==> config.mk <==
export PLATFORM = sky130hd
export DESIGN_NAME = pio_unit
export DESIGN_NICKNAME = d
export VERILOG_FILES = /design/src/rtl/pio_pkg.sv /design/src/rtl/pio_addr_dec.sv /design/src/rtl/pio_seq.sv /design/src/rtl/pio_rdmux.sv /design/src/rtl/pio_unit.sv
export SDC_FILE = /design/constraint.sdc
export NUM_CORES = 1
export LEC_CHECK = 0
export BUFFER_PORTS_ARGS = -buffer_cell sky130_fd_sc_hd__clkbuf_2
export CELL_PAD_IN_SITES_DETAIL_PLACEMENT = 0
export CELL_PAD_IN_SITES_GLOBAL_PLACEMENT = 1
export CORE_MARGIN = 2
export CORE_UTILIZATION = 40
export DETAILED_ROUTE_END_ITERATION = 12
export PLACE_DENSITY_LB_ADDON = 0.05
export REMOVE_ABC_BUFFERS = 1
export SLEW_MARGIN = 40
export SYNTH_ARGS = -nofsm -noshare
export SYNTH_HDL_FRONTEND = slang
export SYNTH_SLANG_ARGS = --single-unit
==> constraint.sdc <==
create_clock -name clk -period 4.02 [get_ports clk]
set_input_delay 0.201 -clock clk [delete_from_list [all_inputs] [get_ports clk]]
set_output_delay 0.201 -clock clk [all_outputs]
set_load 0.02 [all_outputs]
==> src/rtl/pio_pkg.sv <==
package pio_pkg;

    localparam int DATA_W = 8;
    localparam int WORD_W = DATA_W + 1;
    localparam int OFF_W  = 2;

    localparam logic [OFF_W-1:0] OFF_DATA   = 2'd0;
    localparam logic [OFF_W-1:0] OFF_STATUS = 2'd1;
    localparam logic [OFF_W-1:0] OFF_CMD    = 2'd2;

    localparam int SB_READY = 0;
    localparam int SB_BUSY  = 1;
    localparam int SB_PERR  = 2;
    localparam int SB_FAULT = 3;

    typedef enum logic [1:0] {
        OP_CTRL  = 2'd0,
        OP_READ  = 2'd1,
        OP_WRITE = 2'd2,
        OP_TEST  = 2'd3
    } opcode_e;

    typedef enum logic [1:0] {
        SQ_IDLE = 2'd0,
        SQ_RX   = 2'd1,
        SQ_TX   = 2'd2,
        SQ_HOLD = 2'd3
    } seq_state_e;

    typedef struct packed {
        logic    irq_en;
        logic    odd;
        opcode_e op;
    } cmd_word_t;

    typedef struct packed {
        logic wr_data;
        logic wr_cmd;
        logic rd_data;
        logic rd_status;
        logic rd_cmd;
    } access_t;

    function automatic logic parity_of(input logic [DATA_W-1:0] d, input logic odd);
        return (^d) ^ odd;
    endfunction

endpackage

==> src/rtl/pio_addr_dec.sv <==
module pio_addr_dec
    import pio_pkg::*;
#(
    parameter int              ADDR_W    = 8,
    parameter logic [ADDR_W-1:0] BASE_ADDR = 8'h40
) (
    input  logic              bus_sel,
    input  logic              bus_wr,
    input  logic              bus_rd,
    input  logic [ADDR_W-1:0] bus_addr,
    output access_t           acc
);
    localparam int HI_W = ADDR_W - OFF_W;

    logic             hit;
    logic [OFF_W-1:0] off;
    logic             is_wr;
    logic             is_rd;

    assign hit   = bus_sel && (bus_addr[ADDR_W-1:OFF_W] == BASE_ADDR[ADDR_W-1:OFF_W]);
    assign off   = bus_addr[OFF_W-1:0];
    assign is_wr = hit && bus_wr;
    assign is_rd = hit && bus_rd && !bus_wr;

    always_comb begin
        acc           = '0;
        acc.wr_data   = is_wr && (off == OFF_DATA);
        acc.wr_cmd    = is_wr && (off == OFF_CMD);
        acc.rd_data   = is_rd && (off == OFF_DATA);
        acc.rd_status = is_rd && (off == OFF_STATUS);
        acc.rd_cmd    = is_rd && (off == OFF_CMD);
    end

    logic [HI_W-1:0] unused_hi;
    assign unused_hi = '0;
endmodule

==> src/rtl/pio_seq.sv <==
module pio_seq
    import pio_pkg::*;
(
    input  logic              clk,
    input  logic              rst,
    input  access_t           acc,
    input  logic [DATA_W-1:0] wdata,
    input  logic              rx_valid,
    input  logic [WORD_W-1:0] rx_word,
    output logic              rx_ready,
    output logic              tx_valid,
    input  logic              tx_ready,
    output logic [WORD_W-1:0] tx_word,
    output logic              st_ready,
    output logic              st_busy,
    output logic              st_perr,
    output logic              irq_en,
    output logic              odd_mode,
    output logic [DATA_W-1:0] data_reg
);
    seq_state_e        state_q;
    cmd_word_t         cmd;
    logic              cmd_take;
    logic              rx_fire;
    logic [DATA_W-1:0] rx_data;
    logic              rx_par;

    assign cmd      = cmd_word_t'(wdata[3:0]);
    assign rx_ready = (state_q == SQ_RX);
    assign tx_valid = (state_q == SQ_TX);
    assign st_busy  = rx_ready || tx_valid;
    assign st_ready = (state_q == SQ_HOLD);
    assign cmd_take = acc.wr_cmd && !st_busy;
    assign rx_fire  = rx_ready && rx_valid;
    assign rx_data  = rx_word[DATA_W-1:0];
    assign rx_par   = rx_word[DATA_W];

    always_ff @(posedge clk) begin
        if (rst) begin
            state_q  <= SQ_IDLE;
            data_reg <= '0;
            st_perr  <= 1'b0;
            irq_en   <= 1'b0;
            odd_mode <= 1'b0;
            tx_word  <= '0;
        end else begin
            unique case (state_q)
                SQ_IDLE, SQ_HOLD: begin
                    if (cmd_take) begin
                        if (cmd.op != OP_TEST) begin
                            irq_en   <= cmd.irq_en;
                            odd_mode <= cmd.odd;
                        end
                        unique case (cmd.op)
                            OP_READ: begin
                                state_q <= SQ_RX;
                                st_perr <= 1'b0;
                            end
                            OP_WRITE: begin
                                state_q <= SQ_TX;
                                tx_word <= {parity_of(data_reg, cmd.odd), data_reg};
                            end
                            default: ;
                        endcase
                    end else if (acc.wr_data && state_q == SQ_IDLE) begin
                        data_reg <= wdata;
                    end else if (acc.rd_data && state_q == SQ_HOLD) begin
                        state_q <= SQ_IDLE;
                    end
                end
                SQ_RX: begin
                    if (rx_fire) begin
                        data_reg <= rx_data;
                        st_perr  <= (rx_par != parity_of(rx_data, odd_mode));
                        state_q  <= SQ_HOLD;
                    end
                end
                SQ_TX: begin
                    if (tx_ready) state_q <= SQ_IDLE;
                end
                default: state_q <= SQ_IDLE;
            endcase
        end
    end
endmodule

==> src/rtl/pio_rdmux.sv <==
module pio_rdmux
    import pio_pkg::*;
(
    input  access_t           acc,
    input  logic [DATA_W-1:0] data_reg,
    input  logic              st_ready,
    input  logic              st_busy,
    input  logic              st_perr,
    input  logic              fault,
    input  logic              irq_en,
    input  logic              odd_mode,
    output logic [DATA_W-1:0] rdata
);
    logic [DATA_W-1:0] status_w;
    logic [DATA_W-1:0] cmd_w;

    always_comb begin
        status_w           = '0;
        status_w[SB_READY] = st_ready;
        status_w[SB_BUSY]  = st_busy;
        status_w[SB_PERR]  = st_perr;
        status_w[SB_FAULT] = fault;
        cmd_w              = '0;
        cmd_w[2]           = odd_mode;
        cmd_w[3]           = irq_en;
        rdata              = '0;
        if (acc.rd_data)   rdata = data_reg;
        if (acc.rd_status) rdata = status_w;
        if (acc.rd_cmd)    rdata = cmd_w;
    end
endmodule

==> src/rtl/pio_unit.sv <==
module pio_unit
    import pio_pkg::*;
#(
    parameter int                ADDR_W    = 8,
    parameter logic [ADDR_W-1:0] BASE_ADDR = 8'h40
) (
    input  logic              clk,
    input  logic              rst,
    input  logic              bus_sel,
    input  logic              bus_wr,
    input  logic              bus_rd,
    input  logic [ADDR_W-1:0] bus_addr,
    input  logic [DATA_W-1:0] bus_wdata,
    output logic [DATA_W-1:0] bus_rdata,
    output logic              irq,
    input  logic              dev_rx_valid,
    output logic              dev_rx_ready,
    input  logic [WORD_W-1:0] dev_rx_word,
    output logic              dev_tx_valid,
    input  logic              dev_tx_ready,
    output logic [WORD_W-1:0] dev_tx_word,
    input  logic              dev_fault
);
    access_t           acc;
    logic              st_ready;
    logic              st_busy;
    logic              st_perr;
    logic              irq_en;
    logic              odd_mode;
    logic [DATA_W-1:0] data_reg;
    logic              data_rd_hit;
    logic              cmd_wr_hit;

    pio_addr_dec #(.ADDR_W(ADDR_W), .BASE_ADDR(BASE_ADDR)) u_dec (
        .bus_sel (bus_sel),
        .bus_wr  (bus_wr),
        .bus_rd  (bus_rd),
        .bus_addr(bus_addr),
        .acc     (acc)
    );

    pio_seq u_seq (
        .clk     (clk),
        .rst     (rst),
        .acc     (acc),
        .wdata   (bus_wdata),
        .rx_valid(dev_rx_valid),
        .rx_word (dev_rx_word),
        .rx_ready(dev_rx_ready),
        .tx_valid(dev_tx_valid),
        .tx_ready(dev_tx_ready),
        .tx_word (dev_tx_word),
        .st_ready(st_ready),
        .st_busy (st_busy),
        .st_perr (st_perr),
        .irq_en  (irq_en),
        .odd_mode(odd_mode),
        .data_reg(data_reg)
    );

    pio_rdmux u_mux (
        .acc     (acc),
        .data_reg(data_reg),
        .st_ready(st_ready),
        .st_busy (st_busy),
        .st_perr (st_perr),
        .fault   (dev_fault),
        .irq_en  (irq_en),
        .odd_mode(odd_mode),
        .rdata   (bus_rdata)
    );

    assign irq         = irq_en && st_ready;
    assign data_rd_hit = acc.rd_data;
    assign cmd_wr_hit  = acc.wr_cmd;
endmodule

==> metrics.txt <==
register area share after synthesis 28.59%; FMAX 0.4016 GHz; GP Congestion 0.7767; synthesized instance count 158; Initial DRT Pass Iterations 6; # setup viols final 0; pin count of the biggest net entering global routing 23; status finished clean; worst path required time 4.15 ns; Clock Skews 0.01068 ns; Worst slew margin 48.34%; Synth Flop Type dfxtp_1; IR drop worst, VDD 0.2675 mV; commonest non-fill, non-tap cell in the layout clkbuf_2; DP Area 1803 um^2; ys async rst share 0%; Reg2Reg Depth 6; Post-synth EDFFs 0; Overflow after GRT 0; cts hold-fix bufs 0; # DRC 0; worst skew pair latency 0.27 ns; Post-CTS Resized 0; Initial Util 41.76%; Post-Syn Area 1540 um^2; RSZ-0062 raised after global routing no; root buf cell clkbuf_8; worst r2r src u_seq.state_q[0]; placed cells 250; Die Y 66.05 um; launch point of the worst path u_seq.state_q[0]; PwrDens 557.6 nW/um^2; Die W 66.05 um; Leakage Power 0.0008701 uW; Min-Delay Path Class primary input to flip-flop; Hold Startpoint bus_wdata[3]; Cell Rows 22; Crit Path Max Fanout 10; Post-Layout Inst Area 1874 um^2; Yosys warning count 0; Hold Path Sink u_seq.irq_en; antenna fix cells 0; Critical R2R Capture u_seq.tx_word[1]; Yosys cell types 38; Layout Cells excl Fill 254; DRT antenna net count 0; core area 3689 um^2; Yosys top cell area share 28.59%; Hold Path Depth 3; setup_tns 0 ns; critical path launch point type flip-flop; area leader, netlist dfxtp_1; synthesis-to-layout area growth 21.69%; first-pass GRT wire length 6.285 mm; flops & latches, synth 22; Max Root-Sink Buffers 2; drt via density 5.205; DR iter-0 viols 88; max reg flops 9; via count 1322; Sink Count 22; R2R Setup Slk 1.53 ns; Setup CP Type flip-flop to flip-flop; HPWL Detailed 3.017 mm; port buffer count 52; layout cells sized above 1 35.92%; H-tree levels 1; minimum clock period 2.490 ns; initial antenna violation count 0; DR WL/cell 14.91 um; mean post-synth cell area 9.748 um^2; worst-margin pin slew 0.7726 ns; Synth area leaders dfxtp_1 (29%), mux2i_1 (14%), a211oi_2 (7.3%); setup bufs post-CTS 0; Total GRT Usage 19.08%; via count of the first global-routing pass 1292; final hold violation count 0; max-slew violations 0; CTS tree yes; footprint of the multi-input gates 1020 um^2; die area 4363 um^2; storage element area 440.4 um^2; Clk pin slew, worst setup/hold paths 0.08 ns; Max-Cap Viols 0; critical path endpoint category flip-flop; final worst-path cycle share 61.95%; most frequent cells in the layout clkbuf_2 (52), mux2i_1 (22), dfxtp_1 (22); Final nets 247; Fillers 388; DRT Wirelength 3.788 mm; TritonCTS Buffers 3; WP data arrival 2.62 ns; num ports 53
## cell families (layout without fill, tap and decap cells)
| kind of cell | count (synthesis) | after routing | share of synthesized area [%] |
|---|---|---|---|
| simple gates | 45 | 45 | 18.77 |
| compound gates | 33 | 33 | 17.14 |
| mux | 22 | 22 | 14.30 |
| flops | 22 | 22 | 28.59 |
| xor+xnor | 15 | 15 | 10.32 |
| buf+inv | 14 | 62 | 5.199 |
| fa+ha+maj | 7 | 7 | 5.686 |
## report_power, final
part	leakage, uW	switching [uW]	internal (uW)
sequential	0.000179	52.9	259
combinational	0.000656	273	252
clock	0.0000357	74.8	133
total	0.000870	401	644
## per-layer routing
| layer | global-route usage, % | up-vias | share of wire [%] |
|---|---|---|---|
| met4 | 6.122 | 0 | 1.3 |
| met3 | 3.237 | 5 | 5.8 |
| met1 | 25.24 | 620 | 46 |
| met5 | 0 | - | 0 |
| li1 | - | 659 | - |
| met2 | 31.57 | 38 | 47 |
## synthesized netlist by cell type (2+ instances only)
cell type / count
nand3_1: 4
dfxtp_1: 22
xor2_1: 2
buf_2: 2
xnor3_1: 2
ha_1: 7
nand4_1: 2
o21ai_0: 2
clkbuf_1: 3
xnor2_1: 11
a211oi_2: 9
and2_1: 6
and2_4: 2
nand2_1: 3
nor2_1: 16
inv_1: 6
nor3_1: 2
mux2i_1: 22
a21oi_1: 16
## how the worst max path moves through the flow
| stage | end | slack [ns] | cells past startpoint |
|---|---|---|---|
| 2_1_floorplan | u_seq.tx_word[0] | 1.97 | 6 |
| 3_3_place_gp | u_seq.tx_word[7] | 1.61 | 6 |
| 3_5_place_dp | u_seq.tx_word[1] | 1.52 | 6 |
| 4_1_cts | u_seq.tx_word[1] | 1.50 | 6 |
| 5_1_grt | u_seq.tx_word[1] | 1.32 | 6 |
| 6_report | u_seq.tx_word[1] | 1.53 | 6 |
## worst max-delay path, cell delays in order, from the launching register on
cell,delay (ns)
dfxtp_1,0.40
inv_1,0.09
ha_1,0.41
nor4bb_4,0.35
nand4_1,0.66
mux2i_1,0.38
nor2_1,0.07
## through the flow
step | utilization [%] | setup slack, ns | hold slack (ns) | power, uW
2_1_floorplan | - | 1.971 | 0.2656 | 719.5
3_3_place_gp | 48.88 | 1.609 | 0.4608 | 826.2
3_5_place_dp | 48.88 | 1.518 | 0.4649 | 840.1
4_1_cts | 50.81 | 1.501 | 0.1692 | 1053
5_1_grt | 50.81 | 1.319 | 0.2016 | 1118
6_report | 50.81 | 1.530 | 0.1769 | 1045
## final cells by class
| class | instances | area share [%] |
|---|---|---|
| well taps | 48 | 3.204 |
| inverters | 6 | 1.202 |
| clock buffers | 3 | 2.203 |
| flip-flops and latches | 22 | 23.50 |
| clock inverters | 1 | 1.602 |
| repair buffers | 52 | 13.89 |
| multi-input cells | 122 | 54.41 |
Note: power is estimated with default switching activity, not from simulation.
